File: src/rtl/evt_pkg.sv
package evt_pkg;

  localparam int unsigned EVT_AW = 12;

  typedef logic [EVT_AW-1:0] evt_addr_t;

  localparam evt_addr_t OFS_RISE_SEL  = 12'h000;
  localparam evt_addr_t OFS_FALL_SEL  = 12'h004;
  localparam evt_addr_t OFS_SW_TRIG   = 12'h008;
  localparam evt_addr_t OFS_RISE_PEND = 12'h00C;
  localparam evt_addr_t OFS_FALL_PEND = 12'h010;
  localparam evt_addr_t OFS_RESERVED  = 12'h014;
  localparam evt_addr_t OFS_MASK      = 12'h080;
  localparam evt_addr_t OFS_CAP       = 12'h3EC;

  typedef enum logic [3:0] {
    SEL_NONE,
    SEL_RISE_SEL,
    SEL_FALL_SEL,
    SEL_SW_TRIG,
    SEL_RISE_PEND,
    SEL_FALL_PEND,
    SEL_RESERVED,
    SEL_MASK,
    SEL_CAP
  } reg_sel_e;

  function automatic reg_sel_e decode_ofs(input evt_addr_t a);
    reg_sel_e s;
    case (a)
      OFS_RISE_SEL:  s = SEL_RISE_SEL;
      OFS_FALL_SEL:  s = SEL_FALL_SEL;
      OFS_SW_TRIG:   s = SEL_SW_TRIG;
      OFS_RISE_PEND: s = SEL_RISE_PEND;
      OFS_FALL_PEND: s = SEL_FALL_PEND;
      OFS_RESERVED:  s = SEL_RESERVED;
      OFS_MASK:      s = SEL_MASK;
      OFS_CAP:       s = SEL_CAP;
      default:       s = SEL_NONE;
    endcase
    return s;
  endfunction

endpackage

File: src/rtl/evt_rst_sync.sv
module evt_rst_sync #(
  parameter int unsigned STAGES = 2
) (
  input  logic clk,
  input  logic rst_n,
  output logic rst_ni
);

  logic [STAGES-1:0] stg_q;
  logic [STAGES-1:0] stg_d;

  always_comb begin
    stg_d = {stg_q[STAGES-2:0], 1'b1};
  end

  always_ff @(posedge clk or negedge rst_n) begin
    if (!rst_n) begin
      stg_q <= '0;
    end else begin
      stg_q <= stg_d;
    end
  end

  assign rst_ni = stg_q[STAGES-1];

endmodule

File: src/rtl/evt_in_sync.sv
module evt_in_sync #(
  parameter int unsigned NUM_LINES   = 32,
  parameter int unsigned SYNC_STAGES = 2
) (
  input  logic                 clk,
  input  logic                 rst_ni,
  input  logic [NUM_LINES-1:0] evt_in,
  output logic [NUM_LINES-1:0] lvl,
  output logic [NUM_LINES-1:0] rise,
  output logic [NUM_LINES-1:0] fall
);

  logic [NUM_LINES-1:0] stg_q [SYNC_STAGES];
  logic [NUM_LINES-1:0] stg_d [SYNC_STAGES];
  logic [NUM_LINES-1:0] prev_q;
  logic [NUM_LINES-1:0] prev_d;

  // Stage 0 takes the raw input; every later stage takes the one before it.
  for (genvar s = 0; s < SYNC_STAGES; s++) begin : g_stage
    if (s == 0) begin : g_first
      always_comb stg_d[s] = evt_in;
    end else begin : g_next
      always_comb stg_d[s] = stg_q[s-1];
    end

    always_ff @(posedge clk or negedge rst_ni) begin
      if (!rst_ni) begin
        stg_q[s] <= '0;
      end else begin
        stg_q[s] <= stg_d[s];
      end
    end
  end

  always_comb prev_d = stg_q[SYNC_STAGES-1];

  always_ff @(posedge clk or negedge rst_ni) begin
    if (!rst_ni) begin
      prev_q <= '0;
    end else begin
      prev_q <= prev_d;
    end
  end

  assign lvl  = stg_q[SYNC_STAGES-1];
  assign rise = stg_q[SYNC_STAGES-1] & ~prev_q;
  assign fall = ~stg_q[SYNC_STAGES-1] & prev_q;

endmodule

File: src/rtl/evt_cfg_regs.sv
module evt_cfg_regs
  import evt_pkg::*;
#(
  parameter int unsigned          NUM_LINES = 32,
  parameter logic [NUM_LINES-1:0] CFG_LINES = '1,
  parameter logic [NUM_LINES-1:0] RSV_LINES = '0
) (
  input  logic                 clk,
  input  logic                 rst_ni,
  input  evt_addr_t            addr,
  input  logic [NUM_LINES-1:0] wdata,
  input  logic                 wen,
  input  logic [NUM_LINES-1:0] rpend,
  input  logic [NUM_LINES-1:0] fpend,
  output logic [NUM_LINES-1:0] rsel,
  output logic [NUM_LINES-1:0] fsel,
  output logic [NUM_LINES-1:0] mask,
  output logic [NUM_LINES-1:0] sw_set,
  output logic [NUM_LINES-1:0] rclr,
  output logic [NUM_LINES-1:0] fclr,
  output logic [NUM_LINES-1:0] rdata
);

  reg_sel_e             sel;
  logic                 rsel_en;
  logic                 fsel_en;
  logic                 mask_en;
  logic [NUM_LINES-1:0] rsel_q;
  logic [NUM_LINES-1:0] fsel_q;
  logic [NUM_LINES-1:0] mask_q;

  always_comb begin
    sel     = decode_ofs(addr);
    rsel_en = wen && (sel == SEL_RISE_SEL);
    fsel_en = wen && (sel == SEL_FALL_SEL);
    mask_en = wen && (sel == SEL_MASK);
    sw_set  = (wen && (sel == SEL_SW_TRIG))   ? wdata : '0;
    rclr    = (wen && (sel == SEL_RISE_PEND)) ? wdata : '0;
    fclr    = (wen && (sel == SEL_FALL_PEND)) ? wdata : '0;
  end

  always_ff @(posedge clk or negedge rst_ni) begin
    if (!rst_ni) begin
      rsel_q <= '0;
    end else if (rsel_en) begin
      rsel_q <= wdata;
    end
  end

  always_ff @(posedge clk or negedge rst_ni) begin
    if (!rst_ni) begin
      fsel_q <= '0;
    end else if (fsel_en) begin
      fsel_q <= wdata;
    end
  end

  always_ff @(posedge clk or negedge rst_ni) begin
    if (!rst_ni) begin
      mask_q <= '0;
    end else if (mask_en) begin
      mask_q <= wdata;
    end
  end

  always_comb begin
    case (sel)
      SEL_RISE_SEL:  rdata = rsel_q;
      SEL_FALL_SEL:  rdata = fsel_q;
      SEL_RISE_PEND: rdata = rpend;
      SEL_FALL_PEND: rdata = fpend;
      SEL_RESERVED:  rdata = RSV_LINES;
      SEL_MASK:      rdata = mask_q;
      SEL_CAP:       rdata = CFG_LINES;
      default:       rdata = '0;
    endcase
  end

  assign rsel = rsel_q;
  assign fsel = fsel_q;
  assign mask = mask_q;

endmodule

File: src/rtl/evt_pend.sv
module evt_pend #(
  parameter int unsigned          NUM_LINES = 32,
  parameter logic [NUM_LINES-1:0] CFG_LINES = '1
) (
  input  logic                 clk,
  input  logic                 rst_ni,
  input  logic [NUM_LINES-1:0] rise,
  input  logic [NUM_LINES-1:0] fall,
  input  logic [NUM_LINES-1:0] rsel,
  input  logic [NUM_LINES-1:0] fsel,
  input  logic [NUM_LINES-1:0] sw_set,
  input  logic [NUM_LINES-1:0] rclr,
  input  logic [NUM_LINES-1:0] fclr,
  output logic [NUM_LINES-1:0] rpend,
  output logic [NUM_LINES-1:0] fpend
);

  logic [NUM_LINES-1:0] rp_q;
  logic [NUM_LINES-1:0] rp_d;
  logic [NUM_LINES-1:0] fp_q;
  logic [NUM_LINES-1:0] fp_d;
  logic [NUM_LINES-1:0] r_hit;
  logic [NUM_LINES-1:0] f_hit;

  // A set term is ORed in after the clear, so a new edge beats a clear.
  always_comb begin
    r_hit = (rise & rsel) | sw_set;
    f_hit = fall & fsel;
    rp_d  = CFG_LINES & (r_hit | (rp_q & ~rclr));
    fp_d  = CFG_LINES & (f_hit | (fp_q & ~fclr));
  end

  always_ff @(posedge clk or negedge rst_ni) begin
    if (!rst_ni) begin
      rp_q <= '0;
      fp_q <= '0;
    end else begin
      rp_q <= rp_d;
      fp_q <= fp_d;
    end
  end

  assign rpend = rp_q;
  assign fpend = fp_q;

endmodule

File: src/rtl/evt_line_ctrl.sv
module evt_line_ctrl
  import evt_pkg::*;
#(
  parameter int unsigned          NUM_LINES   = 32,
  parameter int unsigned          SYNC_STAGES = 2,
  parameter logic [NUM_LINES-1:0] CFG_LINES   = 32'h3FFF_FFFF,
  parameter logic [NUM_LINES-1:0] RSV_LINES   = 32'h0000_0300
) (
  input  logic                 clk,
  input  logic                 rst_n,
  input  logic [NUM_LINES-1:0] evt_in,
  input  logic [EVT_AW-1:0]    addr,
  input  logic [NUM_LINES-1:0] wdata,
  input  logic                 wen,
  output logic [NUM_LINES-1:0] rdata,
  output logic [NUM_LINES-1:0] irq_out
);

  logic                 rst_ni;
  logic [NUM_LINES-1:0] lvl;
  logic [NUM_LINES-1:0] rise;
  logic [NUM_LINES-1:0] fall;
  logic [NUM_LINES-1:0] rsel;
  logic [NUM_LINES-1:0] fsel;
  logic [NUM_LINES-1:0] mask;
  logic [NUM_LINES-1:0] sw_set;
  logic [NUM_LINES-1:0] rclr;
  logic [NUM_LINES-1:0] fclr;
  logic [NUM_LINES-1:0] rpend;
  logic [NUM_LINES-1:0] fpend;

  evt_rst_sync #(
    .STAGES (2)
  ) u_rst (
    .clk    (clk),
    .rst_n  (rst_n),
    .rst_ni (rst_ni)
  );

  evt_in_sync #(
    .NUM_LINES   (NUM_LINES),
    .SYNC_STAGES (SYNC_STAGES)
  ) u_sync (
    .clk    (clk),
    .rst_ni (rst_ni),
    .evt_in (evt_in),
    .lvl    (lvl),
    .rise   (rise),
    .fall   (fall)
  );

  evt_cfg_regs #(
    .NUM_LINES (NUM_LINES),
    .CFG_LINES (CFG_LINES),
    .RSV_LINES (RSV_LINES)
  ) u_regs (
    .clk    (clk),
    .rst_ni (rst_ni),
    .addr   (addr),
    .wdata  (wdata),
    .wen    (wen),
    .rpend  (rpend),
    .fpend  (fpend),
    .rsel   (rsel),
    .fsel   (fsel),
    .mask   (mask),
    .sw_set (sw_set),
    .rclr   (rclr),
    .fclr   (fclr),
    .rdata  (rdata)
  );

  evt_pend #(
    .NUM_LINES (NUM_LINES),
    .CFG_LINES (CFG_LINES)
  ) u_pend (
    .clk    (clk),
    .rst_ni (rst_ni),
    .rise   (rise),
    .fall   (fall),
    .rsel   (rsel),
    .fsel   (fsel),
    .sw_set (sw_set),
    .rclr   (rclr),
    .fclr   (fclr),
    .rpend  (rpend),
    .fpend  (fpend)
  );

  // Configurable lines drive from their pending flags, direct lines from their level.
  assign irq_out = mask & ((CFG_LINES & (rpend | fpend)) | (~CFG_LINES & lvl));

endmodule

File: config.mk
export PLATFORM = sky130hd
export DESIGN_NAME = evt_line_ctrl
export DESIGN_NICKNAME = d
export VERILOG_FILES = /design/src/rtl/evt_pkg.sv /design/src/rtl/evt_rst_sync.sv /design/src/rtl/evt_in_sync.sv /design/src/rtl/evt_cfg_regs.sv /design/src/rtl/evt_pend.sv /design/src/rtl/evt_line_ctrl.sv
export SDC_FILE = /design/constraint.sdc
export NUM_CORES = 1
export LEC_CHECK = 0
export BUFFER_PORTS_ARGS = -buffer_cell sky130_fd_sc_hd__buf_2
export CORE_ASPECT_RATIO = 0.6
export CORE_MARGIN = 4
export CORE_UTILIZATION = 50
export DETAILED_ROUTE_END_ITERATION = 8
export PLACE_DENSITY = 0.75
export RECOVER_POWER = 50
export SYNTH_ARGS = -nofsm -noshare
export SYNTH_HDL_FRONTEND = slang
export SYNTH_HIERARCHICAL = 1
export SYNTH_SLANG_ARGS = --single-unit
File: constraint.sdc
create_clock -name clk -period 10.8 [get_ports clk]
set_input_delay 1.08 -clock clk [delete_from_list [all_inputs] [get_ports clk]]
set_output_delay 1.08 -clock clk [all_outputs]
set_load 0.01 [all_outputs]
Word level (Yosys, flattened, before mapping) --
Index checks and enable logic that the tools add are counted.
Storage, ports and cells: register bits after elaboration 252, bits of input ports 79, output and inout bits 64, word-level logic and storage cells 52
Cells by class: equality and inequality tests 15, mux-type cells 5, bitwise logic cells 16, reductions and logical operators 7
Operators by type and width (number):
- 32-bit one-hot mux with 7 select lines | 1
- 30-bit bitwise AND | 6
- 30-bit NOT | 4
- 30-bit bitwise OR | 4
- 30-bit two-way mux | 3
- 32-bit bitwise AND | 1
- 30-bit by 32-bit bitwise OR with 32-bit output | 1
- 4-bit one-hot mux with 8 select lines | 1
- 12-bit by 4-bit equality test with 1-bit output (second input constant) | 2
- 12-bit by 5-bit equality test with 1-bit output (second input constant) | 2
- 4-bit by 3-bit equality test with 1-bit output (second input constant) | 4
- 12-bit by 10-bit equality test with 1-bit output (second input constant) | 1
- 12-bit by 3-bit equality test with 1-bit output (second input constant) | 1
- 12-bit by 8-bit equality test with 1-bit output (second input constant) | 1
- 12-bit zero test | 1
- 4-bit by 2-bit equality test with 1-bit output (second input constant) | 2
- 1-bit logical AND | 6
- 4-bit by 1-bit equality test with 1-bit output (second input constant) | 1
- 4-bit equality test (second input constant) | 1

Depth between registers and ports, before layout --
Gate-level depths: netlist (run 1).
depth in word-level cells 8, gate-level depth with buffers 8, mapped depth without buffers 6

By module --
Netlist (run 1), hierarchy kept.
By module, submodules not included:
- evt_cfg_regs | instances 1, cells each 535, area each 5823.1 um2, sequential area each 2402.3 um2
- evt_in_sync | instances 1, cells each 160, area each 2962.8 um2, sequential area each 2402.3 um2
- evt_pend | instances 1, cells each 245, area each 2436.1 um2, sequential area each 1501.4 um2
- evt_line_ctrl | instances 1, cells each 32, area each 237.7 um2, sequential area each 0.0 um2
- evt_rst_sync | instances 1, cells each 3, area each 53.8 um2, sequential area each 50.0 um2

Worst setup path before layout (run 1) --
OpenSTA, ideal clock, no wires.
kind input to output, start point in addr[4], end point out rdata[11], arrival 2.488 ns, data required time 9.720 ns, slack 7.232 ns, stages on the path 7, buffers on the path 3, cell sequence clkbuf_1 -> nand4b_1 -> nor3_1 -> clkbuf_1 -> clkbuf_1 -> a21oi_1 -> o22ai_1
On the way: cells in the longest elaborated chain, start to end 4, elaborated cells on any way between the ends 17, classes of those cells 14 x eq/ne; 2 x mux; 1 x reduce/logical
RTL lines:
- start, declared | line evt_line_ctrl.sv:12 | input logic [EVT_AW-1:0] addr,
- 12-bit by 10-bit equality test with 1-bit output, or another cell as far along | line evt_pkg.sv:30 | case (a)
- 4-bit one-hot mux with 8 select lines (*) | line evt_pkg.sv:30
- 4-bit equality test, or another cell as far along | line evt_cfg_regs.sv:67 | case (sel)
- 32-bit one-hot mux with 7 select lines (*) | line evt_cfg_regs.sv:67
- end, declared | line evt_line_ctrl.sv:15 | output logic [NUM_LINES-1:0] rdata,
Mark *: on every way between the ends. The rest lies on a longest branch, timed or not.

Worst setup path after layout (run 1) --
start point in addr[1], end point out rdata[16]
Same word-level chain as after synthesis.

==> flow_summary.yaml, run 1 <==
cells_and_area:
  nFillCells: 1822
  drive_gt1_share_pct: 34.1
  nets: 1165
  seqCellArea_um2: 6310
  multi_input_area_um2: 4620
  n_antenna_cell: 0
  area_delta_synth_final_pct: 15.3
power:
  switchingPower_mw: 0.436
  p_clk_share_pct: 44.5
  ir_worst_vdd_mv: 0.0942
  p_seq_share_pct: 50.5
  p_per_area_nw_per_um2: 148
  pwr-share-comb_pct: 5.0
  p_sw_share_pct: 22.5
  p_int_mw: 1.51
  power_leakage_nw: 6.56
sta:
  timing.final.hold_violations: 0
  layout_min_cycle_time_ns: 4.69
  worstMarginPinSlew_ns: 2.69
  slew_headroom_pct: -79.4
  rsz0062_at_grt: "false"
  finalCritPeriodShare_pct: 43.4
  max_clock_freq_mhz: 213
  final_max_slew_viol_count: 67
  fin_skew_ns: 0.00961
  holdWs_ns: 0.329
  setup_tns_ns: 0
  setup_viol: 0
global_routing:
  grt_max_degree: 185
  grt_pass1_vias: 7906
  grtUsageTotal_pct: 22.7
  antenna_found_initial: 3
  grt_pass1_wl_um: 45400
  overflow: 0
synth:
  avgSynthCellArea_um2: 11.8
  synth_cells: 963
  yosys_warnings: 6
  syn_area_um2: 11400
critical_path:
  crit_type: "input pin to output port"
  crit_fanout: 30
  start_kind: "input pin"
  cp.required_ns: 9.72
  arrival_ns: 3.61
  end_kind: "output port"
drt:
  wl_per_cell_um: 20.8
  drc: 0
  dr.pass1.iters: 5
  drt_iter0_drc: 718
  via_per_inst: 5.55
  num_vias: 7831
  ant_nets: 0
  drt_wl_total_um: 29300
place:
  gp_congestion: 0.775
  dpl.hpwl_um: 18200
  port_buffers: 142
clock_tree:
  clk_pin_slew_worst_paths_ns: 0.06
  cts-hold-fix-buffers: 0
  clock-root-buffer: "clkbuf_16"
  post_cts_buffers: 0
  h-tree-depth: 1
  clk_latency_ns: 0.53
  clk_path_buf_depth: 3
  numCtsBuffers: 24
  clkSinkCount: 252
  cts_tree: "built"
  ctsResizeCount: 0
die:
  io_pins: 143
  start_util_pct: 51.2
  fp-row-count: 42
  die_area_um2: 25300
  core_um2: 22200
  die_h_um: 125
  die_w_um: 203
run_status:
  violations: "capacitance limit, slew limit"
  status: "complete, but fails checks"
min_path:
  hp-class: "input pin to asynchronous set/reset pin"
flow_run:
  maxCapViolCount: 1
-- stage by stage --
stage	worst slack [ns]	util, %	instance area [um^2]	power (mW)	cells
floorplan	3.26	-	11400	1.05	966
global placement	6.26	55.5	12300	1.09	1368
detailed placement	6.23	55.5	12300	1.10	1368
CTS	6.25	59.1	13100	1.97	1411
global route	6.01	59.1	13100	2.02	1411
finish	6.11	59.1	13100	1.94	1411
-- placed cells by master (no fill, tap or decap), types with 15 or more instances in the layout --
cell type,n
a21oi_1,54
a21oi_2,30
a22o_1,57
and2_1,92
and2b_2,60
buf_2,137
clkbuf_16,25
dfrtp_1,252
inv_1,60
mux2_1,15
mux2_2,53
mux2_4,30
nand2_1,35
o21a_1,30
o21ai_1,60
o22ai_1,27
-- power by group through the flow --
stage | clock, mW | sequential [mW] | combinational, mW
final | 0.865 | 0.980 | 0.0971
after global routing | 0.927 | 0.983 | 0.106
after CTS | 0.888 | 0.980 | 0.0974
after detailed placement | 0 | 0.998 | 0.0972
after global placement | 0 | 0.997 | 0.0960
after floorplan | 0 | 1.00 | 0.0457
-- flip-flops by register name, indices dropped and copies added (netlist names) --
register,count
u_pend/rpend,30
u_sync/lvl,32
u_regs/mask,32
u_regs/fsel,32
u_rst/stg_q,2
u_sync/stg_d,32
u_pend/fpend,30
u_regs/rsel,32
u_sync/prev_q,30
-- layout make-up --
| class | count | area share (%) |
|---|---|---|
| multi-input cells | 598 | 35.2 |
| clock inverters | 11 | 0.848 |
| flip-flops and latches | 252 | 48.0 |
| clock buffers | 32 | 5.35 |
| repair buffers | 150 | 5.92 |
| inverters | 60 | 1.72 |
| well taps | 308 | 2.94 |
-- routing by layer --
layer	up-vias	track usage, %	part of all wire, %
li1	3569	-	-
met1	3916	34.1	46
met2	288	33.9	44
met3	52	5.33	7.7
met4	6	4.75	2.1
met5	-	0	0.11
-- critical path, cell delays in order --
cell	delay, ns
buf_2	0.10
nor4_1	0.68
nand3_2	0.99
o22ai_1	0.53
buf_2	0.20
-- path summary, 6_finish.rpt --
kind / start / slack, ns / to / depth (start not counted)
max reg2reg: u_rst/stg_q[1] / 7.66 / u_sync/prev_q[11] / 1
max in group asynchronous: u_rst/stg_q[1] / 7.66 / u_sync/prev_q[11] / 1
min in group clk: u_sync/stg_d[17] / 0.35 / u_sync/lvl[17] / 0
min reg2reg: u_sync/stg_d[17] / 0.35 / u_sync/lvl[17] / 0
min: rst_n / 0.33 / u_rst/stg_q[1] / 1
max: addr[1] / 6.11 / rdata[16] / 5
Power figures use the tool's default switching activity.
==> run 2: changes to the inputs <==
- ABC_AREA: default -> 1
- PLACE_DENSITY: 0.75 -> 0.78
- clock period: 10.8 -> 4.2 ns (I/O delays scaled with it)
==> run 2 against run 1 <==
  * The flow still finishes with violations (capacitance limit, slew limit)
  * Clock skew is 0.0019 ns higher
  * Largest cell class unchanged
  * Hold slack worse by 0.31 ns
  * Setup slack worse by 5.0 ns
  * Highest routed layer is now met4
  * Synthesized cell count is 44% higher
  * Register-to-register slack worse by 6.4 ns
  * Critical endpoint is now u_regs/fsel[21]
==> flow_summary.yaml, run 2 <==
sta:
  finalCritPeriodShare_pct: 74.5
  fin_skew_ns: 0.0115
  rsz0062_at_grt: "false"
  slew_headroom_pct: -102
  setup_viol: 0
  worstMarginPinSlew_ns: 3.04
  timing.final.hold_violations: 0
  layout_min_cycle_time_ns: 3.13
  setup_tns_ns: 0
  final_max_slew_viol_count: 218
  max_clock_freq_mhz: 320
  holdWs_ns: 0.0157
cells_and_area:
  nFillCells: 1951
  nets: 1608
  seqCellArea_um2: 6310
  final_cell_area_um2: 13300
  stdcell_count: 1855
  area_delta_synth_final_pct: 16.5
  drive_gt1_share_pct: 17.3
  final_cell_mix: "nand2_1, dfrtp_1, inv_1, nor2_1, buf_2"
  n_antenna_cell: 0
  multi_input_area_um2: 3950
  final_common_cell: "nand2_1"
die:
  start_util_pct: 51.4
  core_um2: 22200
  io_pins: 143
  fp-row-count: 42
  die_area_um2: 25400
  die_h_um: 125
  die_w_um: 203
min_path:
  hold-path-endpoint: "u_sync/stg_d[24]"
  hp-class: "input pin to register"
  min_from: "evt_in[24]"
  hold_depth: 1
clock_tree:
  post_cts_buffers: 0
  clk_pin_slew_worst_paths_ns: 0.06
  ctsResizeCount: 0
  clk_latency_ns: 0.52
  numCtsBuffers: 24
  h-tree-depth: 1
  cts_tree: "built"
  cts-hold-fix-buffers: 19
  clkSinkCount: 252
  clock-root-buffer: "clkbuf_16"
  clk_path_buf_depth: 3
drt:
  dr.pass1.iters: 6
  drt_wl_total_um: 29200
  via_per_inst: 4.98
  ant_nets: 0
  drt_iter0_drc: 778
  wl_per_cell_um: 15.8
  num_vias: 9240
  drc: 0
critical_path:
  end_kind: "register"
  r2r-start: "u_rst/stg_q[1]"
  crit_buf_inv: 3
  crit_family: "buffers and inverters"
  critPathSlowestCell: "clkbuf_1"
  start_kind: "input pin"
  cp_common_cell: "clkbuf_1"
  crit_type: "input pin to register"
  worstRegToRegCells: 1
  arrival_ns: 3.38
  timing.rr.end: "u_pend/fpend[21]"
  ff2ff_setup_slack_ns: 1.27
  cp.required_ns: 4.45
  max_stage_delay_ns: 2.14
  crit_fanout: 64
  worstPathCellList: "clkbuf_1 -> nor2_1 -> nand2_1 -> inv_1 -> nand3_2 -> clkbuf_1 -> o21ai_0"
run_status:
  status: "complete, but fails checks"
  violations: "capacitance limit, slew limit"
synth:
  synth_cells: 1384
  syn_area_um2: 11400
  avgSynthCellArea_um2: 8.25
  yosys_warnings: 6
flow_run:
  maxCapViolCount: 3
global_routing:
  grtUsageTotal_pct: 23.1
  grt_pass1_vias: 9122
  antenna_found_initial: 0
  grt_max_degree: 81
  grt_pass1_wl_um: 47900
  overflow: 0
power:
  p_total_mw: 4.98
  p_per_area_nw_per_um2: 374
  power_leakage_nw: 6.64
  ir_worst_vdd_mv: 0.251
place:
  gp_congestion: 0.819
  dp.cells: 1792
  dpl.hpwl_um: 18100
  placed_area_um2: 12300
  port_buffers: 142
## run 2: routing by layer
metal | vias to the layer above | global-route usage [%] | share of wire [%]
li1 | 4498 | - | -
met1 | 4344 | 34.7 | 46
met2 | 353 | 36.4 | 45
met3 | 45 | 3.18 | 7.2
met4 | 0 | 4.99 | 1.9
met5 | - | 0 | 0
## run 2: worst max-delay path by stage
stage                       end  depth (start not counted)           start  slack, ns
2_1_floorplan   u_pend/fpend[0]                          0  u_rst/stg_q[1]       0.06
3_3_place_gp   u_pend/rpend[16]                         11         addr[0]       1.27
3_5_place_dp   u_pend/rpend[24]                         11         addr[0]       1.18
4_1_cts                rdata[2]                          7         addr[0]       1.40
5_1_grt        u_pend/fpend[21]                          1  u_rst/stg_q[1]       0.67
6_report        u_regs/fsel[21]                          7        addr[11]       1.07
## run 2: layout make-up
cell class,count,share of cell area [%]
Multi-Input combinational cell,848,29.7
Clock inverter,6,0.602
Clock buffer,38,5.74
Inverter,235,6.64
Timing Repair Buffer,168,7.05
Tap cell,308,2.90
Sequential cell,252,47.4
## run 2: metrics by stage
step           util, %  setup WS, ns
2_1_floorplan        -        0.0646
3_3_place_gp      55.4          1.27
3_5_place_dp      55.4          1.18
4_1_cts           60.1          1.40
5_1_grt           59.9         0.671
6_report          59.9          1.07
## run 2: where the power goes
part	leakage, nW	total, mW	internal, mW	switching [mW]
clock	0.421	2.27	1.37	0.903
sequential	2.98	2.53	2.48	0.0446
combinational	3.23	0.181	0.0599	0.121
total	6.64	4.98	3.91	1.07
